<file path="src/rtl/rng_pkg.sv">
package rng_pkg;
  localparam int unsigned ADDR_W = 12;
  localparam int unsigned WORD_W = 32;
  localparam int unsigned CFG_W  = 14;

  localparam logic [ADDR_W-1:0] OFS_CTRL   = 12'h000;
  localparam logic [ADDR_W-1:0] OFS_STAT   = 12'h004;
  localparam logic [ADDR_W-1:0] OFS_DATA   = 12'h008;
  localparam logic [ADDR_W-1:0] OFS_NOISE  = 12'h00C;
  localparam logic [ADDR_W-1:0] OFS_HEALTH = 12'h010;
  localparam logic [ADDR_W-1:0] OFS_VER    = 12'h3F4;

  localparam int B_EN   = 2;
  localparam int B_IE   = 3;
  localparam int B_CED  = 5;
  localparam int B_CRST = 30;
  localparam int B_DRDY = 0;
  localparam int B_CECS = 1;
  localparam int B_SECS = 2;
  localparam int B_CEIS = 5;
  localparam int B_SEIS = 6;

  localparam int unsigned NOISE_W = 18;
  localparam logic [WORD_W-1:0] MIX_CONST = 32'h9E37_79B9;

  // configuration fields gathered into one vector
  function automatic logic [CFG_W-1:0] cfg_pick(input logic [WORD_W-1:0] w);
    return {w[25:20], w[15:8]};
  endfunction

  // conditioning: stateless mix; zero is reserved for the error read
  function automatic logic [WORD_W-1:0] mix_word(input logic [WORD_W-1:0] raw,
                                                 input logic [CFG_W-1:0]  cfg);
    logic [WORD_W-1:0] t;
    t = raw ^ {raw[24:0], raw[31:25]} ^ {cfg, 18'h0} ^ MIX_CONST;
    return (t == '0) ? 32'h0000_0001 : t;
  endfunction
endpackage

</file>
<file path="src/rtl/rng_fifo.sv">
module rng_fifo #(
  parameter int unsigned DEPTH = 4,
  parameter int unsigned W     = 32,
  localparam int unsigned PTR_W = (DEPTH > 1) ? $clog2(DEPTH) : 1,
  localparam int unsigned CNT_W = $clog2(DEPTH + 1)
) (
  input  logic             clk,
  input  logic             rst_n,
  input  logic             clr,
  input  logic             push,
  input  logic [W-1:0]     din,
  input  logic             pop,
  output logic [W-1:0]     dout,
  output logic             empty,
  output logic             full,
  output logic [CNT_W-1:0] count
);
  logic [W-1:0]     mem [DEPTH];
  logic [PTR_W-1:0] wp, rp;
  logic             do_push, do_pop;

  assign empty   = (count == '0);
  assign full    = (count == CNT_W'(DEPTH));
  assign do_push = push & ~full & ~clr;
  assign do_pop  = pop & ~empty & ~clr;
  assign dout    = mem[rp];

  function automatic logic [PTR_W-1:0] nxt(input logic [PTR_W-1:0] p);
    return (p == PTR_W'(DEPTH - 1)) ? '0 : p + 1'b1;
  endfunction

  always_ff @(posedge clk or negedge rst_n) begin
    if (!rst_n) begin
      wp <= '0; rp <= '0; count <= '0;
    end else if (clr) begin
      wp <= '0; rp <= '0; count <= '0;
    end else begin
      if (do_push) wp <= nxt(wp);
      if (do_pop)  rp <= nxt(rp);
      if (do_push && !do_pop)      count <= count + 1'b1;
      else if (do_pop && !do_push) count <= count - 1'b1;
    end
  end

  always_ff @(posedge clk) begin
    if (do_push) mem[wp] <= din;
  end
endmodule

</file>
<file path="src/rtl/rng_sampler.sv">
module rng_sampler
  import rng_pkg::*;
#(
  parameter int unsigned DIV_W = 16
) (
  input  logic              clk,
  input  logic              rst_n,
  input  logic              active,
  input  logic [3:0]        div_exp,
  input  logic [WORD_W-1:0] raw,
  input  logic [CFG_W-1:0]  cfg,
  output logic              tick,
  output logic [WORD_W-1:0] word
);
  logic [DIV_W-1:0] cnt;
  logic [DIV_W-1:0] limit;

  assign limit = (DIV_W'(1) << div_exp) - 1'b1;
  assign tick  = active & (cnt == limit);
  assign word  = mix_word(raw, cfg);

  always_ff @(posedge clk or negedge rst_n) begin
    if (!rst_n)                cnt <= '0;
    else if (!active || tick)  cnt <= '0;
    else                       cnt <= cnt + 1'b1;
  end
endmodule

</file>
<file path="src/rtl/rng_condrst.sv">
module rng_condrst #(
  parameter int unsigned CYCLES = 16,
  localparam int unsigned CNT_W = $clog2(CYCLES + 1)
) (
  input  logic clk,
  input  logic rst_n,
  input  logic start,
  output logic busy,
  output logic done
);
  logic [CNT_W-1:0] cnt;

  assign busy = (cnt != '0);
  assign done = (cnt == CNT_W'(1));

  always_ff @(posedge clk or negedge rst_n) begin
    if (!rst_n)              cnt <= '0;
    else if (start && !busy) cnt <= CNT_W'(CYCLES);
    else if (busy)           cnt <= cnt - 1'b1;
  end
endmodule

</file>
<file path="src/rtl/rng_regif.sv">
module rng_regif
  import rng_pkg::*;
#(
  parameter int unsigned FIFO_DEPTH = 4,
  parameter int unsigned RST_CYCLES = 16,
  parameter int unsigned DIV_W      = 16,
  parameter logic [3:0]  VER_MAJOR  = 4'd2,
  parameter logic [3:0]  VER_MINOR  = 4'd1
) (
  input  logic              clk,
  input  logic              rst_n,
  input  logic [ADDR_W-1:0] bus_addr,
  input  logic              bus_wr,
  input  logic              bus_rd,
  input  logic [WORD_W-1:0] bus_wdata,
  output logic [WORD_W-1:0] bus_rdata,
  input  logic [WORD_W-1:0] entropy_in,
  input  logic              seed_fault_inj,
  input  logic              seed_fault_auto,
  input  logic              clk_fault_inj,
  output logic              data_ready,
  output logic              irq
);
  localparam int unsigned CNT_W = $clog2(FIFO_DEPTH + 1);

  logic             ctl_en, ctl_ie, ctl_ced;
  logic [CFG_W-1:0] ctl_cfg;
  logic [3:0]       ctl_div;
  logic             crst_req, auto_run;
  logic             secs, seis, cecs, ceis;
  logic [NOISE_W-1:0] noise_q;
  logic [WORD_W-1:0]  health_q;

  logic wr_ctrl, wr_stat, rd_data;
  logic crst_set, crst_go, auto_go, cr_start;
  logic rst_busy, rst_done;
  logic seed_evt, cecs_nx;
  logic gen_active, gen_tick, fifo_clr, word_vis, fifo_pop;
  logic [WORD_W-1:0] gen_word, fifo_dout;
  logic fifo_empty, fifo_full;
  logic [CNT_W-1:0] fifo_cnt;
  logic [WORD_W-1:0] ctrl_rd, stat_rd;

  assign wr_ctrl  = bus_wr & (bus_addr == OFS_CTRL);
  assign wr_stat  = bus_wr & (bus_addr == OFS_STAT);
  assign rd_data  = bus_rd & (bus_addr == OFS_DATA);
  assign seed_evt = seed_fault_inj;
  assign crst_set = wr_ctrl & bus_wdata[B_CRST];
  assign crst_go  = wr_ctrl & ~bus_wdata[B_CRST] & crst_req & ~rst_busy;
  assign auto_go  = seed_evt & seed_fault_auto & ~rst_busy & ~crst_req & ~crst_go;
  assign cr_start = crst_go | auto_go;
  assign cecs_nx  = clk_fault_inj & ctl_ced;

  assign fifo_clr   = seed_evt | crst_req | rst_busy;
  assign gen_active = ctl_en & ~secs & ~cecs & ~fifo_full & ~fifo_clr;
  assign word_vis   = ~fifo_empty & ~crst_req & ~rst_busy;
  assign fifo_pop   = rd_data & word_vis;
  assign data_ready = word_vis & ctl_en;
  assign irq        = ctl_ie & (seis | ceis);

  rng_sampler #(.DIV_W(DIV_W)) u_sampler (
    .clk(clk), .rst_n(rst_n), .active(gen_active), .div_exp(ctl_div),
    .raw(entropy_in), .cfg(ctl_cfg), .tick(gen_tick), .word(gen_word)
  );

  rng_fifo #(.DEPTH(FIFO_DEPTH), .W(WORD_W)) u_fifo (
    .clk(clk), .rst_n(rst_n), .clr(fifo_clr), .push(gen_tick), .din(gen_word),
    .pop(fifo_pop), .dout(fifo_dout), .empty(fifo_empty), .full(fifo_full),
    .count(fifo_cnt)
  );

  rng_condrst #(.CYCLES(RST_CYCLES)) u_condrst (
    .clk(clk), .rst_n(rst_n), .start(cr_start), .busy(rst_busy), .done(rst_done)
  );

  // control register: config fields only through the reset-request write
  always_ff @(posedge clk or negedge rst_n) begin
    if (!rst_n) begin
      ctl_en <= 1'b0; ctl_ie <= 1'b0; ctl_ced <= 1'b0;
      ctl_cfg <= '0; ctl_div <= '0; crst_req <= 1'b0; auto_run <= 1'b0;
    end else begin
      if (wr_ctrl) begin
        ctl_en <= bus_wdata[B_EN];
        ctl_ie <= bus_wdata[B_IE];
      end
      if (crst_set) begin
        ctl_cfg  <= cfg_pick(bus_wdata);
        ctl_div  <= bus_wdata[19:16];
        ctl_ced  <= bus_wdata[B_CED];
        crst_req <= 1'b1;
      end else if (crst_go) begin
        crst_req <= 1'b0;
      end
      if (auto_go)               auto_run <= 1'b1;
      else if (crst_go || rst_done) auto_run <= 1'b0;
    end
  end

  // status flags
  always_ff @(posedge clk or negedge rst_n) begin
    if (!rst_n) begin
      secs <= 1'b0; seis <= 1'b0; cecs <= 1'b0; ceis <= 1'b0;
    end else begin
      if (seed_evt)      secs <= 1'b1;
      else if (rst_done) secs <= 1'b0;
      if (seed_evt)                          seis <= 1'b1;
      else if (wr_stat && !bus_wdata[B_SEIS]) seis <= 1'b0;
      cecs <= cecs_nx;
      if (cecs_nx && !cecs)                  ceis <= 1'b1;
      else if (wr_stat && !bus_wdata[B_CEIS]) ceis <= 1'b0;
    end
  end

  always_ff @(posedge clk or negedge rst_n) begin
    if (!rst_n) begin
      noise_q <= '0; health_q <= '0;
    end else if (bus_wr) begin
      if (bus_addr == OFS_NOISE)  noise_q  <= bus_wdata[NOISE_W-1:0];
      if (bus_addr == OFS_HEALTH) health_q <= bus_wdata;
    end
  end

  always_comb begin
    ctrl_rd          = '0;
    ctrl_rd[B_EN]    = ctl_en;
    ctrl_rd[B_IE]    = ctl_ie;
    ctrl_rd[B_CED]   = ctl_ced;
    ctrl_rd[15:8]    = ctl_cfg[7:0];
    ctrl_rd[19:16]   = ctl_div;
    ctrl_rd[25:20]   = ctl_cfg[13:8];
    ctrl_rd[B_CRST]  = crst_req | (rst_busy & ~auto_run);
    stat_rd          = '0;
    stat_rd[B_DRDY]  = data_ready;
    stat_rd[B_CECS]  = cecs;
    stat_rd[B_SECS]  = secs;
    stat_rd[B_CEIS]  = ceis;
    stat_rd[B_SEIS]  = seis;
  end

  always_comb begin
    unique case (bus_addr)
      OFS_CTRL:   bus_rdata = ctrl_rd;
      OFS_STAT:   bus_rdata = stat_rd;
      OFS_DATA:   bus_rdata = word_vis ? fifo_dout : '0;
      OFS_NOISE:  bus_rdata = {{(WORD_W-NOISE_W){1'b0}}, noise_q};
      OFS_HEALTH: bus_rdata = health_q;
      OFS_VER:    bus_rdata = {24'h0, VER_MAJOR, VER_MINOR};
      default:    bus_rdata = '0;
    endcase
  end
endmodule

</file>
<file path="config.mk">
export PLATFORM = sky130hd
export DESIGN_NAME = rng_regif
export DESIGN_NICKNAME = d
export VERILOG_FILES = /design/src/rtl/rng_pkg.sv /design/src/rtl/rng_fifo.sv /design/src/rtl/rng_sampler.sv /design/src/rtl/rng_condrst.sv /design/src/rtl/rng_regif.sv
export SDC_FILE = /design/constraint.sdc
export NUM_CORES = 1
export LEC_CHECK = 0
export ABC_AREA = 1
export BUFFER_PORTS_ARGS = -buffer_cell sky130_fd_sc_hd__buf_2
export CORE_ASPECT_RATIO = 1.4
export CORE_UTILIZATION = 53
export DETAILED_ROUTE_END_ITERATION = 10
export PLACE_DENSITY = 0.76
export SKIP_CTS_REPAIR_TIMING = 1
export SYNTH_ARGS = -nofsm -noshare
export SYNTH_HDL_FRONTEND = slang
export SYNTH_SLANG_ARGS = --single-unit
</file>
<file path="constraint.sdc">
create_clock -name clk -period 3.5 [get_ports clk]
set_input_delay 0.35 -clock clk [delete_from_list [all_inputs] [get_ports clk]]
set_output_delay 0.35 -clock clk [all_outputs]
set_load 0.03 [all_outputs]
</file>
==> reports/metrics.csv, run 1 <==
metric;value;unit
Post-Syn Instances;1113;
Critical Path AT;2.86;ns
initial antenna violation count;1;
RSZ-0062 raised after global routing;no;
syn avg cell area;9.78;µm²
Syn. warnings;0;
setup_tns;0;ns
asr flop ratio synth;45.1;%
share of cells above drive strength 1;16.8;%
Final Setup Violations;0;
Initial DRC Count;776;
switching share of total power;22.3;%
Max FO, Critical Path;23;
total I/O pin count;117;
worst vdd ir;315;µV
ratio of final minimum period to clock period;91.7;%
Max clock buf depth;3;
Hold WS;0.0830;ns
CP required;3.15;ns
Detail Route Antenna Nets;0;
post-DP HPWL;19700;µm
P_leak;0.00540;µW
Die Y;172;µm
number of vias in the routed layout;8388;
global-route wire length before repair;43200;µm
HP Class;primary input to flop;
final max-slew violation count;0;
crit path kind;flop to output pin;
Internal;4430;µW
largest net degree at the start of global routing;65;
gpl congestion;0.964;
Critical Path Max Stage Delay;0.38;ns
routed len/inst;18.7;µm
Tmin final;3.21;ns
Clock transition at path regs;0.06;ns
H-tree depth;1;
Post-synth EDFFs;128;
top-count cell post-synth;nand2_1;
Power Density;455;mW/mm²
die area;0.0211;mm²
syn_nets;1206;
clock skew;0.0143;ns
combinational power share;6.2;%
Primary FF master, synth;edfxtp_1;
CP startpoint kind;flop;
clock share of power;41.7;%
Worst-Margin Slew;0.804;ns
drc violations;0;
Synth top cells by count;nand2_1, edfxtp_1, o21ai_0, dfrtp_1, inv_1;
Max Freq;0.311;GHz
Total Routing Usage GR;27.3;%
Starting Density;54.5;%
input/output buffers;116;
clock insertion delay at the later pin of the skew report;0.51;ns
Layout area overhead;15.1;%
vias per cell;5.61;
Slew HR;46.4;%
FF+latch count, synth;233;
TritonCTS clock tree;yes;
crit path buf inv count;4;
Chip Width;123;µm
crit path cell chain;inv_1 > ha_1 > nand2_1 > nor3_1 > nand2_2 > inv_2 > buf_4 > nand3_1 > o2111ai_1 > buf_2;
clk root buf;clkbuf_16;
Pre-antenna DRT Iters;5;
Psw;1270;µW
final WL;27900;µm
Post-Route Utilization;62.7;%
cell row count;61;
status;completed;
Max-cap violations;0;
core area;0.0200;mm²
top cells by area, synth;edfxtp_1, dfrtp_1, nand2_1;
share of power burned in registers;52.1;%
Max stage delay cell, worst path;dfrtp_1;
CTS Buf Count;23;
Clock Sinks;233;
Remaining Overflow, GRT;0;
area leader, netlist;edfxtp_1;
fin nets;1320;
post-synthesis sequential area ratio;59.4;%
share of the synthesized area in the top cell type;35.3;%
Setup crit end kind;output pin;
Top Family by Delay on Critical Path;simple AND/OR/NAND/NOR gates;
Hold Fails Final Rpt;0;
vias in the first global route;8248;
Netlist cell types;47;
cell area after synthesis;0.0109;mm²
flip-flops by register name, summed over array words and instances (netlist names):
name / count
auto_run: 1
ctl_ie: 1
ctl_div: 4
u_fifo.wp: 2
ctl_ced: 1
ctl_cfg: 14
u_fifo.count: 3
seis: 1
cecs: 1
ctl_en: 1
noise_q: 18
u_sampler.cnt: 16
u_condrst.cnt: 5
crst_req: 1
ceis: 1
secs: 1
health_q: 32
u_fifo.mem: 128
u_fifo.rp: 2
final timing paths:
path	end	slack (ns)	from	cells past startpoint
max reg2reg	u_fifo.count[1]$_DFFE_PN0P_	0.59	ctl_div[2]$_DFFE_PN0P_	18
max in group asynchronous	u_sampler.cnt[2]$_DFF_PN0_	2.19	rst_n	3
min reg2reg	ceis$_DFFE_PN0P_	0.46	cecs$_DFF_PN0_	1
max	bus_rdata[5]	0.29	u_condrst.cnt[0]$_DFFE_PN0P_	10
min	health_q[26]$_DFFE_PN0P_	0.08	bus_wdata[26]	2
min in group asynchronous	noise_q[2]$_DFFE_PN0P_	0.45	rst_n	2
power by group through the flow:
stage,Clock (µW),Sequential [µW],Combinational [µW]
floorplan,0,3030,188
global placement,0,3030,338
detailed placement,0,3030,353
CTS,2400,2970,355
global route,2500,2980,395
finish,2380,2970,353
cell type report:
cell class	count	area (µm²)
antenna	1	2.50
clock buffer	29	598
clock inverter	12	114
fill	1692	7470
inverter	108	407
multi-input combinational	727	3840
sequential	233	6470
tap	252	315
timing repair buffer	134	783
routing by layer:
metal | share of wire (%) | vias up | GRT usage (%)
met5 | 0 | - | 0
met4 | 3.6 | 0 | 12.0
met3 | 6.6 | 58 | 3.68
met2 | 50 | 316 | 46.3
met1 | 39 | 4015 | 34.6
li1 | - | 3999 | -
placed cells by master (no fill, tap or decap), types with 7 or more instances in the layout:
| cell | netlist | routed |
|---|---|---|
| nor2_2 | 5 | 9 |
| a221o_1 | 10 | 10 |
| o22ai_1 | 22 | 22 |
| xor2_1 | 24 | 24 |
| o21ai_0 | 114 | 114 |
| dfrtp_1 | 105 | 104 |
| inv_2 | 10 | 10 |
| nor3_1 | 10 | 10 |
| buf_4 | 3 | 13 |
| clkbuf_16 | 0 | 23 |
| buf_2 | 1 | 115 |
| nand3_1 | 35 | 35 |
| nor4_1 | 14 | 14 |
| xnor2_1 | 30 | 30 |
| nor2_1 | 79 | 75 |
| o21ai_1 | 7 | 7 |
| inv_1 | 94 | 94 |
| a21oi_1 | 34 | 34 |
| nand2_1 | 268 | 266 |
| nand4_1 | 20 | 20 |
| edfxtp_1 | 128 | 128 |
| clkinv_1 | 3 | 7 |
| ha_1 | 9 | 9 |
worst reg2reg max path: stages (launching register included):
cell     delay, ns
dfrtp_1       0.52
nor2_4        0.23
nand2_1       0.10
ha_1          0.31
inv_1         0.10
nand2_1       0.06
nand2_1       0.07
nand2_1       0.05
nand2_1       0.06
nand2_1       0.05
nor2_1        0.10
nand2_1       0.10
nor2_4        0.17
nand4_4       0.15
inv_1         0.10
fa_1          0.41
nor2_1        0.11
nand2_1       0.08
o21ai_2       0.05
cells by family (layout without fill, tap and decap cells):
group / after synthesis / in the layout / synth area share [%]
xor gates and xnor gates: 54 / 54 / 4.34
DFF: 233 / 233 / 59.4
muxes: 6 / 6 / 0.620
adders and majority gates: 10 / 10 / 1.22
and+or+nand+nor: 447 / 447 / 17.9
buffers and inverters: 153 / 283 / 5.47
other: 0 / 1 / 0
AOI/OAI and AO/OA: 210 / 210 / 11.0
metrics by stage:
stage	power [µW]	area [µm²]	cells	worst slack, ns
2_1_floorplan	3210	10900	1113	-0.134
3_3_place_gp	3370	11800	1453	0.714
3_5_place_dp	3380	11800	1453	0.629
4_1_cts	5730	12500	1494	0.220
5_1_grt	5880	12500	1496	0.112
6_report	5710	12500	1496	0.289
No activity file was read; power rests on OpenSTA's default activity.
==> run 2, diff against run 1 <==
--- a/config.mk
+++ b/config.mk
@@ -5,12 +5,12 @@
 export SDC_FILE = /design/constraint.sdc
 export NUM_CORES = 1
 export LEC_CHECK = 0
-export ABC_AREA = 1
+export ABC_AREA = 0
 export BUFFER_PORTS_ARGS = -buffer_cell sky130_fd_sc_hd__buf_2
 export CORE_ASPECT_RATIO = 1.4
-export CORE_UTILIZATION = 53
+export CORE_UTILIZATION = 54
 export DETAILED_ROUTE_END_ITERATION = 10
-export PLACE_DENSITY = 0.76
+export PLACE_DENSITY = 0.74
 export SKIP_CTS_REPAIR_TIMING = 1
 export SYNTH_ARGS = -nofsm -noshare
 export SYNTH_HDL_FRONTEND = slang
==> constraint.sdc (replaced) <==
create_clock -name clk -period 4.1 [get_ports clk]
set_input_delay 0.41 -clock clk [delete_from_list [all_inputs] [get_ports clk]]
set_output_delay 0.41 -clock clk [all_outputs]
set_load 0.03 [all_outputs]
==> run 2 against run 1 <==
  * Utilization is 1.1 points higher
  * Die area is 4.5% lower
  * Critical endpoint is now bus_rdata[22]
  * Sequential share of layout area is 1.1 points higher
  * Clock skew about the same
  * Flip-flop and latch count did not move
  * First-iteration DRC count shrank 9.7%
==> reports/metrics.csv, run 2 <==
metric;value;unit
status;completed;
Initial DRC Count;701;
adder-cell share of the synthesized area;1.25;%
worst vdd ir;345;µV
Clock transition at path regs;0.06;ns
largest family of logic cells by synthesized area;multiplexers;
clock skew;0.0140;ns
syn avg cell area;14.2;µm²
post-synthesis sequential area ratio;61.1;%
fin nets;964;
most frequent cells in the layout;edfxtp_1, buf_2, dfrtp_1, mux2_2, nand2_1;
Worst-Margin Slew;1.08;ns
input/output buffers;116;
Slew HR;27.9;%
TritonCTS clock tree;yes;
Post-Route M1 WL;9930;µm
syn_nets;840;
Starting Density;55.1;%
Compound-Gate Fraction of Synth Area;6.32;%
Netlist cell types;65;
Clock Sinks;233;
cell row count;60;
clk root buf;clkbuf_16;
drc violations;0;
Tmin final;3.66;ns
core area;0.0192;mm²
routed len/inst;23.1;µm
Post-Synth Simple-Gate Area;8.68;%
Setup crit end kind;output pin;
Pre-antenna DRT Iters;6;
FF+latch count, synth;233;
Post-synth EDFFs;128;
Remaining Overflow, GRT;0;
met2 routed WL;13600;µm
final max-slew violation count;0;
Max Freq;0.273;GHz
XOR/XNOR share of the synthesized area;5.46;%
vias in the first global route;7324;
area leader, netlist;edfxtp_1;
die area;0.0202;mm²
setup_tns;0;ns
Critical Path AT;3.25;ns
Primary FF master, synth;edfxtp_1;
H-tree depth;1;
initial antenna violation count;1;
Max FO, Critical Path;33;
Hold WS;0.0345;ns
total I/O pin count;117;
P_leak;0.00501;µW
Design Power;4860;µW
ratio of final minimum period to clock period;89.3;%
Non-Filler Instances;1135;
cell area after synthesis;0.0106;mm²
final WL;26200;µm
share of the synthesized area in the top cell type;36.3;%
max layer used;met4;
CTS Buf Count;23;
HP Class;primary input to async pin;
share of cells above drive strength 1;31.4;%
Total Routing Usage GR;26.9;%
Max clock buf depth;3;
Max-cap violations;0;
Synth top cells by count;edfxtp_1, dfrtp_1, mux2_2, nand2_1, xnor2_1;
number of vias in the routed layout;6909;
Final Setup Violations;0;
gpl congestion;0.854;
Largest register FFs;128;
post-DP HPWL;18200;µm
vias per cell;6.09;
Largest Register;u_fifo.mem;
Die Y;168;µm
Hold Fails Final Rpt;0;
post-synthesis mux area share;14.9;%
Power Density;396;mW/mm²
placed instance count;1094;
Chip Width;120;µm
top cells by area, synth;edfxtp_1, dfrtp_1, mux2_2;
global-route wire length before repair;41100;µm
biggest regs;u_fifo.mem: 128 flops, health_q: 32 flops, noise_q: 18 flops;
clock insertion delay at the later pin of the skew report;0.50;ns
CP required;3.69;ns
largest net degree at the start of global routing;72;
RSZ-0062 raised after global routing;no;
Detail Route Antenna Nets;0;
met3 WL;1660;µm
Post-Syn Instances;747;
crit path kind;flop to output pin;
Syn. warnings;0;
CP startpoint kind;flop;
Layout area overhead;15.7;%
Post-Route Utilization;63.8;%
top-count cell post-synth;edfxtp_1;
asr flop ratio synth;45.1;%
commonest non-fill, non-tap cell in the layout;edfxtp_1;
run 2: changes by cell type after synthesis, moves of 25 or more:
cell / previous run / this run
inv_1: 94 / 25
nand2_1: 268 / 51
nor2_1: 79 / 40
o21ai_0: 114 / 16
mux4_2: 0 / 32
mux2_2: 6 / 71
a21oi_1: 34 / 9
run 2: area by class of cell:
class / count / area [µm²]
inverters: 25 / 93.8
clock buffers: 33 / 613
flip-flops and latches: 233 / 6470
repair buffers: 136 / 783
fillers: 1462 / 6960
diodes: 1 / 2.50
multi-input cells: 452 / 3890
clock inverters: 7 / 91.3
well taps: 248 / 310
run 2: kinds of logic after synthesis:
logic type | Yosys count
flip-flops | 233
AND/OR/NAND/NOR | 181
multiplexers | 109
AO/OA/AOI/OAI | 86
XOR/XNOR | 66
buffers and inverters | 62
adder cells (fa/ha/maj) | 10
run 2: where the power goes:
group	total, µW	switching, µW	internal, µW	leakage, µW
clock network	2010	845	1160	0.000329
logic	285	183	102	0.00209
registers	2560	32.5	2530	0.00259
total	4860	1060	3800	0.00501
run 2: worst max-delay path: stages, from the launching register on:
cell and delay, ns:
dfrtp_1 0.42, inv_1 0.09, ha_1 0.22, or4b_1 0.61, nor3_1 0.26, nor3b_2 0.23, buf_4 0.40, a222oi_1 0.19
inv_1 0.12, buf_2 0.20
run 2: per-layer routing:
layer	track usage, %	up-vias
li1	-	3080
met1	34.1	3473
met2	46.4	294
met3	3.47	62
met4	11.5	0
met5	0	-
run 2: path summary, 6_finish.rpt:
path                       slack (ns)                          end                    startpoint  cells after the start
max in group asynchronous        3.03       ctl_div[2]$_DFFE_PN0P_                         rst_n                      2
setup / recovery                 0.44                bus_rdata[22]  u_condrst.cnt[0]$_DFFE_PN0P_                      9
setup reg to reg                 0.49  u_fifo.count[2]$_DFFE_PN0P_        ctl_div[1]$_DFFE_PN0P_                     10
hold / removal                   0.03     health_q[30]$_DFFE_PN0P_                         rst_n                      1
hold reg to reg                  0.51      health_q[1]$_DFFE_PN0P_       health_q[1]$_DFFE_PN0P_                      1
min in group clk                 0.13               cecs$_DFF_PN0_                 clk_fault_inj                      3
run 2: stage by stage:
stage / area (µm²) / worst slack (ns)
CTS: 12300 / 0.430
floorplan: 10600 / 0.331
detailed placement: 11600 / 0.498
finish: 12300 / 0.437
global placement: 11600 / 0.598
global route: 12300 / 0.241
==> run 3, diff against run 2 <==
--- a/config.mk
+++ b/config.mk
@@ -8,6 +8,7 @@
 export ABC_AREA = 0
 export BUFFER_PORTS_ARGS = -buffer_cell sky130_fd_sc_hd__buf_2
 export CORE_ASPECT_RATIO = 1.4
+export CORE_MARGIN = 2
 export CORE_UTILIZATION = 54
 export DETAILED_ROUTE_END_ITERATION = 10
 export PLACE_DENSITY = 0.74
==> run 3 against run 2 <==
  * Critical path depth unchanged
  * Register-to-register slack worse by 0.03 ns
  * Clock-buffer cell count down 1
  * Sequential power about the same
  * Design area up 0.79%
  * Flip-flop and latch count unchanged
  * Non-clock buffer count up 1
  * Sequential share of layout area down 0.41 points
  * Largest power group unchanged
  * Highest routed layer unchanged
==> reports/metrics.csv, run 3 (same netlist as run 2, synthesis figures left out) <==
metric;value;unit
status;completed;
Worst-Margin Slew;1.08;ns
Pre-antenna DRT Iters;11;
TritonCTS clock tree;yes;
CP startpoint kind;flop;
clk root buf;clkbuf_16;
Chip Width;122;µm
P_leak;0.00507;µW
commonest non-fill, non-tap cell in the layout;edfxtp_1;
H-tree depth;1;
clock insertion delay at the later pin of the skew report;0.52;ns
die area;0.0208;mm²
Slew HR;28.0;%
fin nets;966;
Critical Path AT;3.27;ns
routed len/inst;23.4;µm
CTS Buf Count;24;
Max-cap violations;0;
Inserted Diodes;0;
register-to-register setup slack;0.46;ns
share of cells above drive strength 1;32.1;%
cell row count;60;
Die Y;170;µm
final max-slew violation count;0;
Clock transition at path regs;0.06;ns
HP Class;primary input to async pin;
most frequent cells in the layout;edfxtp_1, buf_2, dfrtp_1, mux2_2, nand2_1;
Max clock buf depth;3;
biggest regs;u_fifo.mem: 128 flops, health_q: 32 flops, noise_q: 18 flops;
Setup crit end kind;output pin;
Post-Route Utilization;64.3;%
input/output buffers;116;
Max FO, Critical Path;33;
vias per cell;6.20;
setup_tns;0;ns
RSZ-0062 raised after global routing;no;
Max Freq;0.272;GHz
Layout area overhead;16.6;%
drc violations;0;
vias in the first global route;7202;
global-route wire length before repair;41200;µm
number of vias in the routed layout;7064;
Clock Sinks;233;
Hold Fails Final Rpt;0;
crit path kind;flop to output pin;
worst vdd ir;390;µV
Tmin final;3.68;ns
final WL;26600;µm
Starting Density;55.1;%
Final Setup Violations;0;
total I/O pin count;117;
Power Density;407;mW/mm²
CP required;3.69;ns
Initial DRC Count;732;
initial antenna violation count;0;
clock skew;0.0233;ns
Largest register FFs;128;
R2R cell count;12;
Total Routing Usage GR;26.2;%
Largest Register;u_fifo.mem;
largest net degree at the start of global routing;72;
post-DP HPWL;18600;µm
core area;0.0192;mm²
Detail Route Antenna Nets;0;
ratio of final minimum period to clock period;89.7;%
R2R Path End;u_fifo.count[2]$_DFFE_PN0P_;
r2r startpoint;ctl_div[1]$_DFFE_PN0P_;
gpl congestion;0.861;
Remaining Overflow, GRT;0;
-- run 3: cell count changes in the layout (fill, tap and decap cells not counted) --
cell	before	now
clkbuf_1	10	7
clkinv_2	1	4
clkinvlp_4	3	1
buf_4	17	18
bufinv_16	2	3
clkbuf_16	23	24
clkbuf_8	0	1
clkinv_4	0	1
clkinv_8	0	1
diode_2	1	0
inv_6	0	1
-- run 3: worst max path at each step --
stage                             endpoint                          from
2_1_floorplan   u_fifo.mem[3][0]$_DFFE_PP_        ctl_div[3]$_DFFE_PN0P_
3_3_place_gp   u_fifo.count[2]$_DFFE_PN0P_        ctl_div[2]$_DFFE_PN0P_
3_5_place_dp   u_fifo.count[2]$_DFFE_PN0P_        ctl_div[1]$_DFFE_PN0P_
4_1_cts                      bus_rdata[22]  u_condrst.cnt[0]$_DFFE_PN0P_
5_1_grt                      bus_rdata[22]  u_condrst.cnt[0]$_DFFE_PN0P_
6_report                     bus_rdata[22]  u_condrst.cnt[1]$_DFFE_PN0P_
-- run 3: layout make-up --
| type | count | area, µm² |
|---|---|---|
| Fill cell | 1446 | 6860 |
| Sequential cell | 233 | 6470 |
| Multi-Input combinational cell | 452 | 3890 |
| Timing Repair Buffer | 137 | 791 |
| Clock buffer | 32 | 641 |
| Tap cell | 248 | 310 |
| Clock inverter | 12 | 155 |
| Inverter | 25 | 93.8 |
-- run 3: through the flow --
stage	instances	cell area (µm²)	hold WS [ns]	power, µW	setup slack (ns)
after floorplan	747	10600	0.114	2740	0.331
after global placement	1095	11600	0.486	2860	0.574
after detailed placement	1095	11600	0.494	2890	0.482
after CTS	1139	12400	0.0330	5070	0.439
after global routing	1139	12400	0.0698	5200	0.225
final	1139	12400	0.00363	5030	0.422
-- run 3: metal layers --
layer | track usage (%) | wire [µm] | vias up
met3 | 3.46 | 1740 | 48
met1 | 34.1 | 10300 | 3610
met4 | 7.90 | 670 | 0
met2 | 45.5 | 13900 | 316
met5 | 0 | 0 | -
li1 | - | - | 3090
-- run 3: critical path, stage by stage (launching register included) --
cell	delay (ns)
dfrtp_1	0.40
inv_1	0.11
ha_1	0.23
or4b_1	0.61
nor3_1	0.25
nor3b_2	0.22
buf_4	0.40
a222oi_1	0.18
inv_1	0.13
buf_2	0.20
-- run 3: power by group --
part | switching [µW] | internal [µW] | total, µW
combinational | 184 | 103 | 287
clock | 883 | 1300 | 2180
sequential | 34.1 | 2530 | 2560
total | 1100 | 3930 | 5030
